### config.mk
export PLATFORM = sky130hd
export DESIGN_NAME = serctl_unit
export DESIGN_NICKNAME = d
export VERILOG_FILES = /design/src/rtl/serctl_pkg.sv /design/src/rtl/serctl_ctrl_reg.sv /design/src/rtl/serctl_flag.sv /design/src/rtl/serctl_unit.sv
export SDC_FILE = /design/constraint.sdc
export NUM_CORES = 1
export LEC_CHECK = 0
export ABC_AREA = 1
export CAP_MARGIN = 0
export CORE_MARGIN = 3
export CORE_UTILIZATION = 45
export CTS_BUF_LIST = sky130_fd_sc_hd__clkbuf_8
export CTS_CLUSTER_SIZE = 8
export DETAILED_ROUTE_END_ITERATION = 6
export GPL_TIMING_DRIVEN = 0
export PLACE_DENSITY = 0.84
export SLEW_MARGIN = 10
export SYNTH_ARGS = -nofsm -noshare
export SYNTH_HDL_FRONTEND = slang
export SYNTH_SLANG_ARGS = --single-unit
export TNS_END_PERCENT = 1
### constraint.sdc
create_clock -name clk -period 2.3 [get_ports clk]
set_input_delay 0.575 -clock clk [delete_from_list [all_inputs] [get_ports clk]]
set_output_delay 0.575 -clock clk [all_outputs]
set_load 0.02 [all_outputs]
### src/rtl/serctl_pkg.sv
package serctl_pkg;
   localparam int ADDR_W   = 2;
   localparam int NFLAGS   = 5;
   localparam int CTRL_W   = 3;

   localparam logic [ADDR_W-1:0] A_CTRL = 2'd0;
   localparam logic [ADDR_W-1:0] A_STAT = 2'd1;
   localparam logic [ADDR_W-1:0] A_TXD  = 2'd2;
   localparam logic [ADDR_W-1:0] A_RXD  = 2'd3;

   localparam int F_TDE = 0;
   localparam int F_RDF = 1;
   localparam int F_FER = 2;
   localparam int F_PER = 3;
   localparam int F_OVR = 4;

   localparam int C_RXEN = 0;
   localparam int C_TXEN = 1;
   localparam int C_RIE  = 2;
endpackage

### src/rtl/serctl_ctrl_reg.sv
module serctl_ctrl_reg
   import serctl_pkg::*;
#(
   parameter int DATA_W = 8
) (
   input  logic              clk,
   input  logic              rst_n,
   input  logic              wr_en,
   input  logic [DATA_W-1:0] wdata,
   output logic              rx_en,
   output logic              tx_en,
   output logic              rie
);
   logic [CTRL_W-1:0] ctrl_q;

   always_ff @(posedge clk or negedge rst_n) begin
      if (!rst_n)     ctrl_q <= '0;
      else if (wr_en) ctrl_q <= wdata[CTRL_W-1:0];
   end

   assign rx_en = ctrl_q[C_RXEN];
   assign tx_en = ctrl_q[C_TXEN];
   assign rie   = ctrl_q[C_RIE];
endmodule

### src/rtl/serctl_flag.sv
module serctl_flag #(
   parameter bit INIT = 1'b0
) (
   input  logic clk,
   input  logic rst_n,
   input  logic force_one,
   input  logic set_evt,
   input  logic rd_one,
   input  logic wr_zero,
   output logic flag_q
);
   logic arm_q;

   always_ff @(posedge clk or negedge rst_n) begin
      if (!rst_n) begin
         flag_q <= INIT;
         arm_q  <= 1'b0;
      end else if (force_one) begin
         flag_q <= 1'b1;
         arm_q  <= 1'b0;
      end else if (set_evt) begin
         flag_q <= 1'b1;
      end else if (wr_zero && arm_q) begin
         flag_q <= 1'b0;
         arm_q  <= 1'b0;
      end else if (rd_one) begin
         arm_q  <= 1'b1;
      end
   end
endmodule

### src/rtl/serctl_unit.sv
module serctl_unit
   import serctl_pkg::*;
#(
   parameter int DATA_W   = 8,
   parameter bit READ_REG = 1'b0
) (
   input  logic              clk,
   input  logic              rst_n,
   input  logic              bus_wr,
   input  logic              bus_rd,
   input  logic [1:0]        bus_addr,
   input  logic [DATA_W-1:0] bus_wdata,
   output logic [DATA_W-1:0] bus_rdata,
   output logic              tx_req,
   output logic [DATA_W-1:0] tx_word,
   input  logic              tx_take,
   output logic              rx_go,
   input  logic              rx_done,
   input  logic [DATA_W-1:0] rx_word,
   input  logic              rx_frm_err,
   input  logic              rx_par_err,
   output logic              irq_rx,
   output logic              irq_err
);
   localparam int PAD_S = DATA_W - NFLAGS;
   localparam int PAD_C = DATA_W - CTRL_W;

   generate
      if (DATA_W < NFLAGS || DATA_W > 32) begin : g_bad_width
         $error("serctl_unit: DATA_W must lie in 5..32");
      end
   endgenerate

   logic rx_en_q, tx_en_q, rie_q;
   logic wr_ctrl, wr_stat, wr_txd, rd_stat, rx_acc;
   logic [NFLAGS-1:0] flag_q, stat_view, set_v, force_v;
   logic [DATA_W-1:0] tdr_q, rdr_q, rd_mux;

   assign wr_ctrl = bus_wr && (bus_addr == A_CTRL);
   assign wr_stat = bus_wr && (bus_addr == A_STAT);
   assign wr_txd  = bus_wr && (bus_addr == A_TXD);
   assign rd_stat = bus_rd && (bus_addr == A_STAT);

   serctl_ctrl_reg #(.DATA_W(DATA_W)) u_ctrl (
      .clk   (clk),
      .rst_n (rst_n),
      .wr_en (wr_ctrl),
      .wdata (bus_wdata),
      .rx_en (rx_en_q),
      .tx_en (tx_en_q),
      .rie   (rie_q)
   );

   assign rx_acc = rx_done && rx_en_q;

   always_comb begin
      set_v        = '0;
      set_v[F_TDE] = tx_take;
      set_v[F_RDF] = rx_acc && !flag_q[F_RDF];
      set_v[F_FER] = rx_acc && !flag_q[F_RDF] && rx_frm_err;
      set_v[F_PER] = rx_acc && !flag_q[F_RDF] && rx_par_err;
      set_v[F_OVR] = rx_acc &&  flag_q[F_RDF];
      force_v        = '0;
      force_v[F_TDE] = !tx_en_q;
      stat_view        = flag_q;
      stat_view[F_TDE] = flag_q[F_TDE] || !tx_en_q;
   end

   genvar gi;
   generate
      for (gi = 0; gi < NFLAGS; gi++) begin : g_flag
         serctl_flag #(.INIT(gi == F_TDE)) u_flag (
            .clk       (clk),
            .rst_n     (rst_n),
            .force_one (force_v[gi]),
            .set_evt   (set_v[gi]),
            .rd_one    (rd_stat && stat_view[gi]),
            .wr_zero   (wr_stat && !bus_wdata[gi]),
            .flag_q    (flag_q[gi])
         );
      end
   endgenerate

   always_ff @(posedge clk or negedge rst_n) begin
      if (!rst_n) begin
         tdr_q <= '0;
         rdr_q <= '0;
      end else begin
         if (wr_txd) tdr_q <= bus_wdata;
         if (rx_acc && !flag_q[F_RDF]) rdr_q <= rx_word;
      end
   end

   always_comb begin
      unique case (bus_addr)
         A_CTRL:  rd_mux = {{PAD_C{1'b0}}, rie_q, tx_en_q, rx_en_q};
         A_STAT:  rd_mux = {{PAD_S{1'b0}}, stat_view};
         A_TXD:   rd_mux = tdr_q;
         default: rd_mux = rdr_q;
      endcase
   end

   generate
      if (READ_REG) begin : g_rd_reg
         logic [DATA_W-1:0] rdata_q;
         always_ff @(posedge clk or negedge rst_n) begin
            if (!rst_n)      rdata_q <= '0;
            else if (bus_rd) rdata_q <= rd_mux;
         end
         assign bus_rdata = rdata_q;
      end else begin : g_rd_comb
         assign bus_rdata = bus_rd ? rd_mux : '0;
      end
   endgenerate

   assign tx_req  = tx_en_q && !flag_q[F_TDE];
   assign tx_word = tdr_q;
   assign rx_go   = rx_en_q;
   assign irq_rx  = rie_q && flag_q[F_RDF];
   assign irq_err = rie_q && (flag_q[F_FER] || flag_q[F_PER] || flag_q[F_OVR]);
endmodule

## Word-level counts from Yosys, hierarchy flattened

Cells that the tools add are included.

| operators by class | value |
|---|---|
| reductions and logical operators | 52 |
| multiplexer cells | 25 |
| eq/ne operators | 5 |
| bitwise logic cells | 4 |

Operators with widths:

| kind | number |
|---|---|
| logical AND 1 bit | 27 |
| case mux 8 bit (3 select lines) | 1 |
| 2-to-1 mux 1 bit | 23 |
| nonzero test 2 bit | 8 |
| AND reduction 2 bit | 5 |
| logical NOT 1 bit | 8 |
| 2-to-1 mux 8 bit | 1 |
| NOT 1 bit | 4 |
| logical OR 1 bit | 3 |
| inequality test 3 x 1 -> 1 bit, second input constant | 1 |
| inequality test 3 x 2 -> 1 bit, second input constant | 1 |
| equality test 2 x 1 -> 1 bit, second input constant | 1 |
| equality test 2 bit, second input constant | 1 |
| logical NOT 2 bit | 1 |
| inequality test 2 bit, second input constant | 1 |

| word-level totals | value |
|---|---|
| output and inout bits | 20 |
| word-level logic and storage cells | 99 |
| bits of input ports | 26 |
| register bits after elaboration | 29 |

## Longest topological paths before layout

Gate-level depths: netlist of run 1.

| depth | value |
|---|---|
| word-level depth | 7 |
| mapped depth | 7 |
| mapped depth without buffers | 7 |

## Modules after synthesis

A second synthesis of run 1 with hierarchy kept.

| second synthesis, totals | value |
|---|---|
| cells, all modules | 240 |
| area, all modules | 1637.8 µm² |

Modules (own cells, without submodules):

| module | seq. area each (µm²) | times used | cells an instance | area each (µm²) |
|---|---|---|---|---|
| serctl_unit | 400.4 | 1 | 152 | 1011.0 |
| serctl_flag at g_flag[1].u_flag ... | 50.0 | 4 | 15 | 102.6 |
| serctl_ctrl_reg | 75.1 | 1 | 13 | 112.6 |
| serctl_flag at g_flag[0].u_flag | 51.3 | 1 | 15 | 103.8 |

## Least setup slack after synthesis of run 1

No wires, ideal clock.

| path | value |
|---|---|
| path type | in2out |
| from | input port bus_addr[1] |
| to | output port bus_rdata[5] |
| data required time | 1725 ps |
| path buffers | 1 |
| cell stages on the path | 5 |
| arrival | 1257 ps |
| path slack | 468 ps |
| cell sequence | inv_2 -> nor2_4 -> buf_6 -> nand2_1 -> a21oi_1 |

| between the ends | value |
|---|---|
| longest elaborated chain between the ends | 3 |
| elaborated cells on any way between the ends | 5 |
| classes of those cells | eq/ne: 2; mux: 2; reduce/logical: 1 |

Ends and longest elaborated chain:

| item | RTL line | source |
|---|---|---|
| start: declaration | serctl_unit.sv:11 | `input logic [1:0] bus_addr,` |
| equality test 2 bit, or another cell as far along | serctl_unit.sv:95 | `unique case (bus_addr)` |
| case mux 8 bit (3 select lines) * | serctl_unit.sv:95 |  |
| 2-to-1 mux 8 bit * | serctl_unit.sv:112 | `assign bus_rdata = bus_rd ? rd_mux : '0;` |
| end: declaration | serctl_unit.sv:13 | `output logic [DATA_W-1:0] bus_rdata,` |

Mark *: on every way between the ends. The rest lies on a longest branch, timed or not.

## Worst setup path after layout of run 1

| path | value |
|---|---|
| from | input port bus_addr[0] |
| to | output port bus_rdata[4] |

The elaborated chain is that of the path after synthesis.

==> impl_metrics.csv, run 1 <==
group,metric,value,unit
clock_tree,clock_sinks,29,
power_and_ir_drop,leakagePower,1.10,nW
hold_path,min_path_type,"primary input to asynchronous set/reset pin",
setup_path,cp.depth,8,
power_and_ir_drop,pwr_density_cell,846,mW/mm2
sta,tns,0,ns
run_status,run_status,"complete, no violations",
layout,filler_cell_count,292,
global_routing,overflow,0,
clock_tree,cts_post_setup_buffers_inserted,0,
yosys,ys_types,20,
place,input_output_buffers,45,
global_routing,track_usage,19.8,%
layout,layout.nets,285,
place,final_gp_congestion,0.884,
floorplanning,initial_utilization,48.3,%
setup_path,endpoint,"bus_rdata[4]",
setup_path,crit_top_cell,"clkdlybuf4s15_2",
layout,fin_util,65.7,%
setup_path,r2r_cells,6,
yosys,seq_area_frac_synth,47.7,%
sta,period_minus_slack,2.25,ns
detailed_routing,dr.pass1.iters,4,
yosys,yosys_warnings,0,
sta,slew_hr,55.9,%
global_routing,grt_antenna_before_repair,0,
setup_path,cp_data_arrival_time,1.67,ns
run,drv_cap,0,
setup_path,critical_path_peak_fanout,10,
yosys,synth.ff_latch_count,29,
setup_path,endpoint_kind_of_the_worst_setup_timing_path,"primary output",
clock_tree,cts-root-to-sink-buffers,2,
setup_path,worst_path_largest_cell_delay,0.26,ns
global_routing,grt_start_max_net_pins,30,
sta,timing.final.max_slew_violations,0,
setup_path,worst-r2r-setup-slack,1.04,ns
yosys,syn-instance-count,207,
setup_path,reg2reg_to,"g_flag[3].u_flag.arm_q",
sta,timing_hold_violations_final,0,
setup_path,timing.critical_path.cells,"clkdlybuf4s15_2 > nor2_4 > buf_6 > nand2_2 > o211ai_2 > nand2_1 > inv_1 > clkdlybuf4s15_2",
detailed_routing,routed_wirelength,3750,um
floorplanning,floorplan.die_area,0.00412,mm2
clock_tree,clk_pin_slew,0.06,ns
floorplanning,std_cell_rows,20,
sta,max_freq,445,MHz
floorplanning,die_w,64.2,um
sta,tightest_slew,0.661,ns
setup_path,crit_type,"primary input to primary output",
place,dpl.hpwl,2810,um
global_routing,grt_pass1_wl,6220,um
setup_path,start_kind,"primary input",
global_routing,grt_pass1_vias,1350,
sta,unrepaired_setup_endpoints_after_global_routing,"true",
setup_path,cp.buffers_inverters,4,
clock_tree,cts-buffers-inserted,5,
detailed_routing,vias_per_cell,4.78,
setup_path,critical-path-slowest-cell,"clkdlybuf4s15_2",
sta,skew,0.00211,ns
setup_path,crit_family,"buffers and inverters",
layout,fraction_of_final_layout_cells_sized_beyond_drive_strength_1,13.1,%
clock_tree,clockRootBuffer,"clkbuf_8",
yosys,post_synth_instance_area,0.00152,mm2
sta,finalSetupViolCount,0,
sta,final.period_utilization,97.6,%
yosys,postSynthAreaPerCell,7.36,um2
setup_path,start_point_of_the_critical_path,"bus_addr[0]",
setup_path,worstReg2RegStart,"g_flag[1].u_flag.flag_q",
yosys,synth.net_count,233,
detailed_routing,wire_per_inst,12.4,um
detailed_routing,detailedRoute.firstIterationViolations,70,
floorplanning,ioPinCount,46,
floorplanning,fp.dieH,64.2,um
layout,synthToLayoutAreaGrowth,36.0,%
layout,n_antenna_cell,0,
detailed_routing,antenna_left,0,
detailed_routing,vias,1447,
detailed_routing,count_of_unresolved_drc_violations_after_routing,0,
setup_path,required_time_of_the_critical_path,1.73,ns
power_and_ir_drop,worst_ir_drop_vdd,0.491,mV
clock_tree,htreeDepth,2,
clock_tree,tritoncts,"done",
floorplanning,standard_cell_core_area,0.00315,mm2
clock_tree,insertion_delay_of_the_later_clocked_pin_in_the_worst_skew_pair,0.28,ns
## where the power goes
part           total (mW)  switching (mW)  leakage, nW  internal (mW)
registers           0.794           0.112        0.351          0.682
logic               0.544           0.308        0.700          0.236
clock network       0.416           0.184       0.0485          0.232
total                1.75           0.603         1.10           1.15
## flip-flops by register name, summed over array words and instances, names as in the netlist
register,count
rdr_q,8
g_flag.u_flag.arm_q,5
g_flag.u_flag.flag_q,5
tx_word,8
u_ctrl.ctrl_q,3
## repair_timing
action	CTS	global route
setup endpoints to repair	8	7
pin swaps	0	1
hold endpoints to repair	0	0
gates resized for setup	29	7
hold buffers	0	0
## cells in the mapped netlist
library cell / n / area [um2]
nand4_1: 4 / 25.0
nand3_1: 11 / 55.1
nor2_1: 25 / 93.8
buf_6: 2 / 22.5
buf_2: 1 / 5.00
inv_1: 33 / 124
o21ai_2: 4 / 35.0
o21bai_1: 1 / 7.51
dfrtp_1: 28 / 701
a21oi_1: 7 / 35.0
a31oi_1: 1 / 6.26
nand2_1: 62 / 233
inv_2: 3 / 11.3
nand2_2: 3 / 18.8
o211ai_1: 1 / 7.51
nor2_4: 2 / 22.5
clkbuf_1: 2 / 7.51
dfstp_2: 1 / 26.3
o211ai_2: 1 / 12.5
o21ai_0: 15 / 75.1
## per-layer routing
layer	up-vias	track usage (%)	part of all wire [%]
met4	0	6.60	1.4
met1	653	26.6	47
met2	41	29.9	45
met5	-	0	0
li1	746	-	-
met3	7	6.68	6.8
## worst register-to-register path, stage by stage, from the launching register on
cell and delay [ns]:
dfrtp_1 0.43, inv_1 0.15, nand3_1 0.10, buf_2 0.20, nor2_1 0.11, nor2_1 0.07
a21oi_1 0.13
## worst min-delay path by stage
stage                             from                       to  slack, ns
2_1_floorplan                    rst_n   g_flag[0].u_flag.arm_q       0.28
3_3_place_gp   g_flag[0].u_flag.flag_q  g_flag[0].u_flag.flag_q       0.45
3_5_place_dp   g_flag[0].u_flag.flag_q  g_flag[0].u_flag.flag_q       0.46
4_1_cts                          rst_n         u_ctrl.ctrl_q[0]       0.34
5_1_grt                          rst_n               tx_word[6]       0.36
6_report                         rst_n               tx_word[0]       0.32
## cell type report
cell class	count	area [um2]	share of cell area, %
flip-flops and latches	29	727	35.1
multi-input cells	137	627	30.3
repair buffers	45	407	19.6
inverters	36	135	6.52
clock buffers	6	82.6	3.99
well taps	44	55.1	2.66
plain buffers	5	35.0	1.69
clock inverters	1	3.75	0.181
## cells by family (layout without fill, tap and decap cells)
logic type | Yosys count | in the layout | share of synthesized area [%]
AND/OR/NAND/NOR | 107 | 107 | 29.4
buffers and inverters | 41 | 93 | 11.2
AO/OA/AOI/OAI | 30 | 30 | 11.7
flip-flops | 29 | 29 | 47.7
## cells in the final DEF, fill, tap and decap left out, types with 6 or more instances in the layout
| master | count |
|---|---|
| nand2_1 | 62 |
| inv_1 | 34 |
| clkdlybuf4s50_1 | 33 |
| dfrtp_1 | 28 |
| nor2_1 | 25 |
| o21ai_0 | 15 |
| nand3_1 | 11 |
| a21oi_1 | 7 |
| buf_2 | 6 |
| clkbuf_8 | 6 |
## metrics by stage
stage	setup WS (ns)	std cells	hold WS, ns	area [um2]	power (mW)
after global routing	-0.0114	303	0.361	2070	1.88
after CTS	0.00647	303	0.337	2100	1.77
final	0.0549	303	0.322	2070	1.75
after floorplan	0.468	207	0.279	1520	1.11
after global placement	-0.769	296	0.451	2030	1.34
after detailed placement	-0.769	296	0.464	2020	1.36
Note: power is estimated with default switching activity, not from simulation.
==> run 2, diff against run 1 <==
--- a/config.mk
+++ b/config.mk
@@ -14,6 +14,7 @@
 export DETAILED_ROUTE_END_ITERATION = 6
 export GPL_TIMING_DRIVEN = 0
 export PLACE_DENSITY = 0.84
+export SETUP_SLACK_MARGIN = 0.02
 export SLEW_MARGIN = 10
 export SYNTH_ARGS = -nofsm -noshare
 export SYNTH_HDL_FRONTEND = slang
==> impl_metrics.csv, run 2 (synthesized netlist as in run 1, its figures left out) <==
group,metric,value,unit
global_routing,grt_pass1_wl,6220,um
setup_path,crit_type,"primary input to primary output",
detailed_routing,antenna_left,0,
floorplanning,die_w,64.2,um
sta,skew,0.00228,ns
clock_tree,clockRootBuffer,"clkbuf_8",
place,place_area,0.00202,mm2
setup_path,start_kind,"primary input",
layout,leading_cell_type_in_the_layout_fill_and_taps_excluded,"nand2_1",
floorplanning,ioPinCount,46,
hold_path,min_path_type,"primary input to asynchronous set/reset pin",
detailed_routing,dr.pass1.iters,4,
global_routing,overflow,0,
layout,fraction_of_final_layout_cells_sized_beyond_drive_strength_1,13.1,%
sta,timing.final.max_slew_violations,0,
setup_path,critical_path_peak_fanout,10,
layout,seqCellArea,727,um2
clock_tree,cts-buffers-inserted,5,
sta,timing_hold_violations_final,0,
run,drv_cap,0,
place,dpl.hpwl,2810,um
floorplanning,std_cell_rows,20,
setup_path,required_time_of_the_critical_path,1.73,ns
layout,layout.nets,285,
clock_tree,clk_pin_slew,0.06,ns
floorplanning,fp.dieH,64.2,um
clock_tree,clock_sinks,29,
power_and_ir_drop,leakagePower,1.10,nW
sta,fin_worst_hold_slack,0.322,ns
sta,period_minus_slack,2.24,ns
clock_tree,cts-root-to-sink-buffers,2,
place,placed_cells,296,
layout,synthToLayoutAreaGrowth,36.8,%
layout,post-route-cell-area,0.00208,mm2
global_routing,grt_start_max_net_pins,30,
clock_tree,postCtsHoldBufs,0,
power_and_ir_drop,pwr_density_cell,842,mW/mm2
run_status,run_status,"complete, no violations",
layout,final_cell_mix,"62 x nand2_1, 34 x inv_1, 33 x clkdlybuf4s50_1, 28 x dfrtp_1, 25 x nor2_1",
detailed_routing,routed_wirelength,3750,um
sta,slew_hr,55.9,%
power_and_ir_drop,worst_ir_drop_vdd,0.492,mV
clock_tree,cts_post_setup_buffers_inserted,0,
sta,unrepaired_setup_endpoints_after_global_routing,"true",
detailed_routing,vias,1449,
clock_tree,tritoncts,"done",
setup_path,endpoint_kind_of_the_worst_setup_timing_path,"primary output",
global_routing,track_usage,19.8,%
floorplanning,standard_cell_core_area,0.00315,mm2
global_routing,grt_pass1_vias,1350,
clock_tree,htreeDepth,2,
layout,multiInputGateArea,627,um2
layout,final-instance-count-excl-fill,303,
global_routing,grt_antenna_before_repair,0,
sta,final.period_utilization,97.6,%
setup_path,cp_data_arrival_time,1.67,ns
clock_tree,insertion_delay_of_the_later_clocked_pin_in_the_worst_skew_pair,0.28,ns
detailed_routing,count_of_unresolved_drc_violations_after_routing,0,
layout,n_antenna_cell,0,
floorplanning,floorplan.die_area,0.00412,mm2
place,input_output_buffers,45,
power_and_ir_drop,fin_total_pwr,1.76,mW
layout,filler_cell_count,290,
layout,fin_util,66.1,%
detailed_routing,wire_per_inst,12.4,um
detailed_routing,detailedRoute.firstIterationViolations,67,
place,final_gp_congestion,0.884,
detailed_routing,vias_per_cell,4.78,
floorplanning,initial_utilization,48.3,%
sta,finalSetupViolCount,0,
sta,tightest_slew,0.661,ns
sta,max_freq,446,MHz
-- run 2: layer usage --
layer	track usage (%)	part of all wire [%]	vias to the layer above
li1	-	-	746
met1	26.6	46	653
met2	29.9	45	43
met3	6.68	7.3	7
met4	6.60	1.4	0
met5	0	0	-
-- run 2: path summary, 6_finish.rpt --
| check | start | endpoint | slack, ns | cells after the start |
|---|---|---|---|---|
| worst min-delay path | rst_n | tx_word[0] | 0.32 | 1 |
| max in group asynchronous | rst_n | rdr_q[7] | 1.55 | 1 |
| worst max register to register | g_flag[1].u_flag.flag_q | g_flag[3].u_flag.arm_q | 1.04 | 6 |
| worst max-delay path | bus_addr[0] | bus_rdata[4] | 0.06 | 8 |
| min in group clk | g_flag[0].u_flag.flag_q | g_flag[0].u_flag.flag_q | 0.47 | 2 |
| worst min register to register | g_flag[0].u_flag.flag_q | g_flag[0].u_flag.flag_q | 0.47 | 2 |
-- run 2: cell type report --
cell class | count | area share, %
Clock buffer | 6 | 3.96
Multi-Input combinational cell | 137 | 30.1
Inverter | 36 | 6.48
Buffer | 5 | 1.68
Clock inverter | 1 | 0.180
Timing Repair Buffer | 45 | 20.1
Sequential cell | 29 | 34.9
Tap cell | 44 | 2.64
-- run 2: report_power, final --
group	switching, mW	internal (mW)	total (mW)
logic	0.307	0.240	0.547
registers	0.112	0.682	0.794
clock network	0.184	0.232	0.416
total	0.602	1.15	1.76
-- run 2: timing repair --
| action | 4_1_cts | 5_1_grt |
|---|---|---|
| pin swaps | 0 | 1 |
| endpoints found under the setup margin | 8 | 6 |
| gates resized for setup | 33 | 3 |
-- run 2: metrics by stage --
stage,setup TNS (ns),worst slack (ns)
2_1_floorplan,0,0.468
3_3_place_gp,-5.83,-0.769
4_1_cts,0,0.0213
3_5_place_dp,-5.89,-0.769
5_1_grt,-0.0194,-0.0114
6_report,0,0.0555
-- run 2: critical path: stages --
cell	delay (ns)
clkdlybuf4s15_2	0.26
nor2_4	0.17
buf_6	0.16
nand2_2	0.06
o211ai_2	0.05
nand2_1	0.08
inv_1	0.06
clkdlybuf4s15_2	0.25
==> run 3, diff against run 2 <==
--- a/config.mk
+++ b/config.mk
@@ -7,7 +7,7 @@
 export LEC_CHECK = 0
 export ABC_AREA = 1
 export CAP_MARGIN = 0
-export CORE_MARGIN = 3
+export CORE_ASPECT_RATIO = 1.1
 export CORE_UTILIZATION = 45
 export CTS_BUF_LIST = sky130_fd_sc_hd__clkbuf_8
 export CTS_CLUSTER_SIZE = 8
==> impl_metrics.csv, run 3 (synthesized netlist as in run 1, its figures left out) <==
group,metric,value,unit
clock_tree,clockRootBuffer,"clkbuf_8",
setup_path,endpoint_kind_of_the_worst_setup_timing_path,"primary output",
detailed_routing,vias_per_cell,5.06,
clock_tree,cts-buffers-inserted,5,
run_status,run_status,"finished with violations",
power_and_ir_drop,leakagePower,1.11,nW
sta,max_freq,438,MHz
global_routing,met2_routing_resource_usage_after_global_routing,39.2,%
global_routing,overflow,0,
floorplanning,fp.dieH,63.0,um
layout,n_antenna_cell,0,
global_routing,track_usage,23.8,%
clock_tree,clk_pin_slew,0.06,ns
global_routing,grt_pass1_wl,6450,um
detailed_routing,dr.pass1.iters,6,
layout,fin_util,67.3,%
layout,final_cell_mix,"62 x nand2_1, 33 x inv_1, 33 x clkdlybuf4s50_1, 28 x dfrtp_1, 25 x nor2_1",
floorplanning,standard_cell_core_area,0.00313,mm2
clock_tree,tritoncts,"done",
global_routing,grt_util_met1,29.7,%
sta,fin_worst_hold_slack,0.304,ns
detailed_routing,routed_wirelength,3920,um
clock_tree,cts-root-to-sink-buffers,2,
setup_path,required_time_of_the_critical_path,1.73,ns
sta,unrepaired_setup_endpoints_after_global_routing,"true",
detailed_routing,wire_per_inst,13.3,um
setup_path,timing.critical_path.cells,"clkdlybuf4s15_2 > inv_2 > nor2_4 > nand2_1 > nand2_1 > nor2_1 > nor2_1 > clkdlybuf4s15_2",
detailed_routing,count_of_unresolved_drc_violations_after_routing,4,
floorplanning,floorplan.die_area,0.00362,mm2
run_status,violated_checks,"DRC",
place,placed_cells,286,
power_and_ir_drop,worst_ir_drop_vdd,0.480,mV
sta,slew_hr,57.2,%
global_routing,grt_antenna_before_repair,0,
setup_path,cp_data_arrival_time,1.71,ns
global_routing,use_met3,5.80,%
detailed_routing,detailedRoute.firstIterationViolations,61,
layout,post-route-cell-area,0.00211,mm2
run,drv_cap,0,
setup_path,cp.buffers_inverters,3,
setup_path,start_kind,"primary input",
layout,synthToLayoutAreaGrowth,38.2,%
global_routing,grt_most_used_layer,"met2",
sta,finalSetupViolCount,0,
floorplanning,ioPinCount,46,
layout,layout.nets,285,
layout,leading_cell_type_in_the_layout_fill_and_taps_excluded,"nand2_1",
setup_path,crit_type,"primary input to primary output",
sta,layout_setup_ws,0.0158,ns
sta,skew,0.00486,ns
clock_tree,cts_post_setup_buffers_inserted,0,
place,dpl.hpwl,2770,um
floorplanning,initial_utilization,48.7,%
sta,period_minus_slack,2.28,ns
power_and_ir_drop,pwr_density_cell,910,mW/mm2
global_routing,grt_pass1_vias,1415,
sta,final.period_utilization,99.3,%
layout,final-instance-count-excl-fill,294,
setup_path,crit_family,"buffers and inverters",
place,place_area,0.00201,mm2
power_and_ir_drop,fin_total_pwr,1.92,mW
clock_tree,insertion_delay_of_the_later_clocked_pin_in_the_worst_skew_pair,0.29,ns
sta,timing.final.max_slew_violations,0,
layout,fraction_of_final_layout_cells_sized_beyond_drive_strength_1,13.8,%
place,input_output_buffers,45,
clock_tree,clock_sinks,29,
floorplanning,std_cell_rows,21,
place,final_gp_congestion,0.897,
detailed_routing,vias,1488,
global_routing,grt_start_max_net_pins,30,
sta,tightest_slew,0.641,ns
detailed_routing,antenna_left,0,
sta,tns,0,ns
sta,timing_hold_violations_final,0,
clock_tree,htreeDepth,2,
setup_path,critical_path_peak_fanout,8,
hold_path,min_path_type,"primary input to asynchronous set/reset pin",
setup_path,critical-path-slowest-cell,"clkdlybuf4s15_2",
setup_path,worst_path_largest_cell_delay,0.29,ns
floorplanning,die_w,57.5,um
place,dp_worst_setup_slack,-0.822,ns
run 3: cell count changes in the layout (fill, tap and decap cells not counted), sizes merged:
| cell | before | now |
|---|---|---|
| buf | 8 | 9 |
| bufinv | 0 | 1 |
| clkbuf | 10 | 9 |
| clkinvlp | 0 | 1 |
| inv | 37 | 36 |
run 3: cell type report:
cell class / count / area [um2]
clock inverter: 2 / 37.5
inverter: 36 / 135
clock buffer: 6 / 82.6
tap: 34 / 42.5
timing repair buffer: 45 / 419
buffer: 5 / 35.0
multi-input combinational: 137 / 627
sequential: 29 / 727
fill: 257 / 1020
run 3: power breakdown:
group | internal, mW | total (mW) | leakage, nW | switching, mW
Clock | 0.352 | 0.558 | 0.0574 | 0.207
Combinational | 0.239 | 0.560 | 0.701 | 0.321
Sequential | 0.681 | 0.798 | 0.351 | 0.117
Total | 1.27 | 1.92 | 1.11 | 0.645
run 3: final timing paths:
path,start,to,slack (ns),cells after the start
max,bus_addr[0],bus_rdata[0],0.02,8
min,rst_n,tx_word[6],0.30,1
max reg2reg,g_flag[1].u_flag.flag_q,g_flag[2].u_flag.flag_q,1.02,6
min reg2reg,g_flag[0].u_flag.flag_q,g_flag[0].u_flag.flag_q,0.47,2
max in group asynchronous,rst_n,g_flag[4].u_flag.arm_q,1.58,1
min in group clk,g_flag[0].u_flag.flag_q,g_flag[0].u_flag.flag_q,0.47,2
run 3: worst reg2reg max path, cell delays in order, from the launching register on:
cell	delay (ns)
dfrtp_1	0.42
inv_1	0.16
nand3_1	0.10
buf_2	0.20
nor2_1	0.12
nor2_1	0.07
a21oi_1	0.13
run 3: repair_timing:
action                                  CTS  global route
gates resized for setup                  31             6
endpoints found under the setup margin    8             8
hold buffers                              0             0
cloned                                    0             0
run 3: layer usage:
| metal | wire [um] | part of all wire, % |
|---|---|---|
| met3 | 254 | 6.5 |
| met4 | 65 | 1.7 |
| met2 | 1960 | 50 |
| met5 | 0 | 0 |
| met1 | 1640 | 42 |
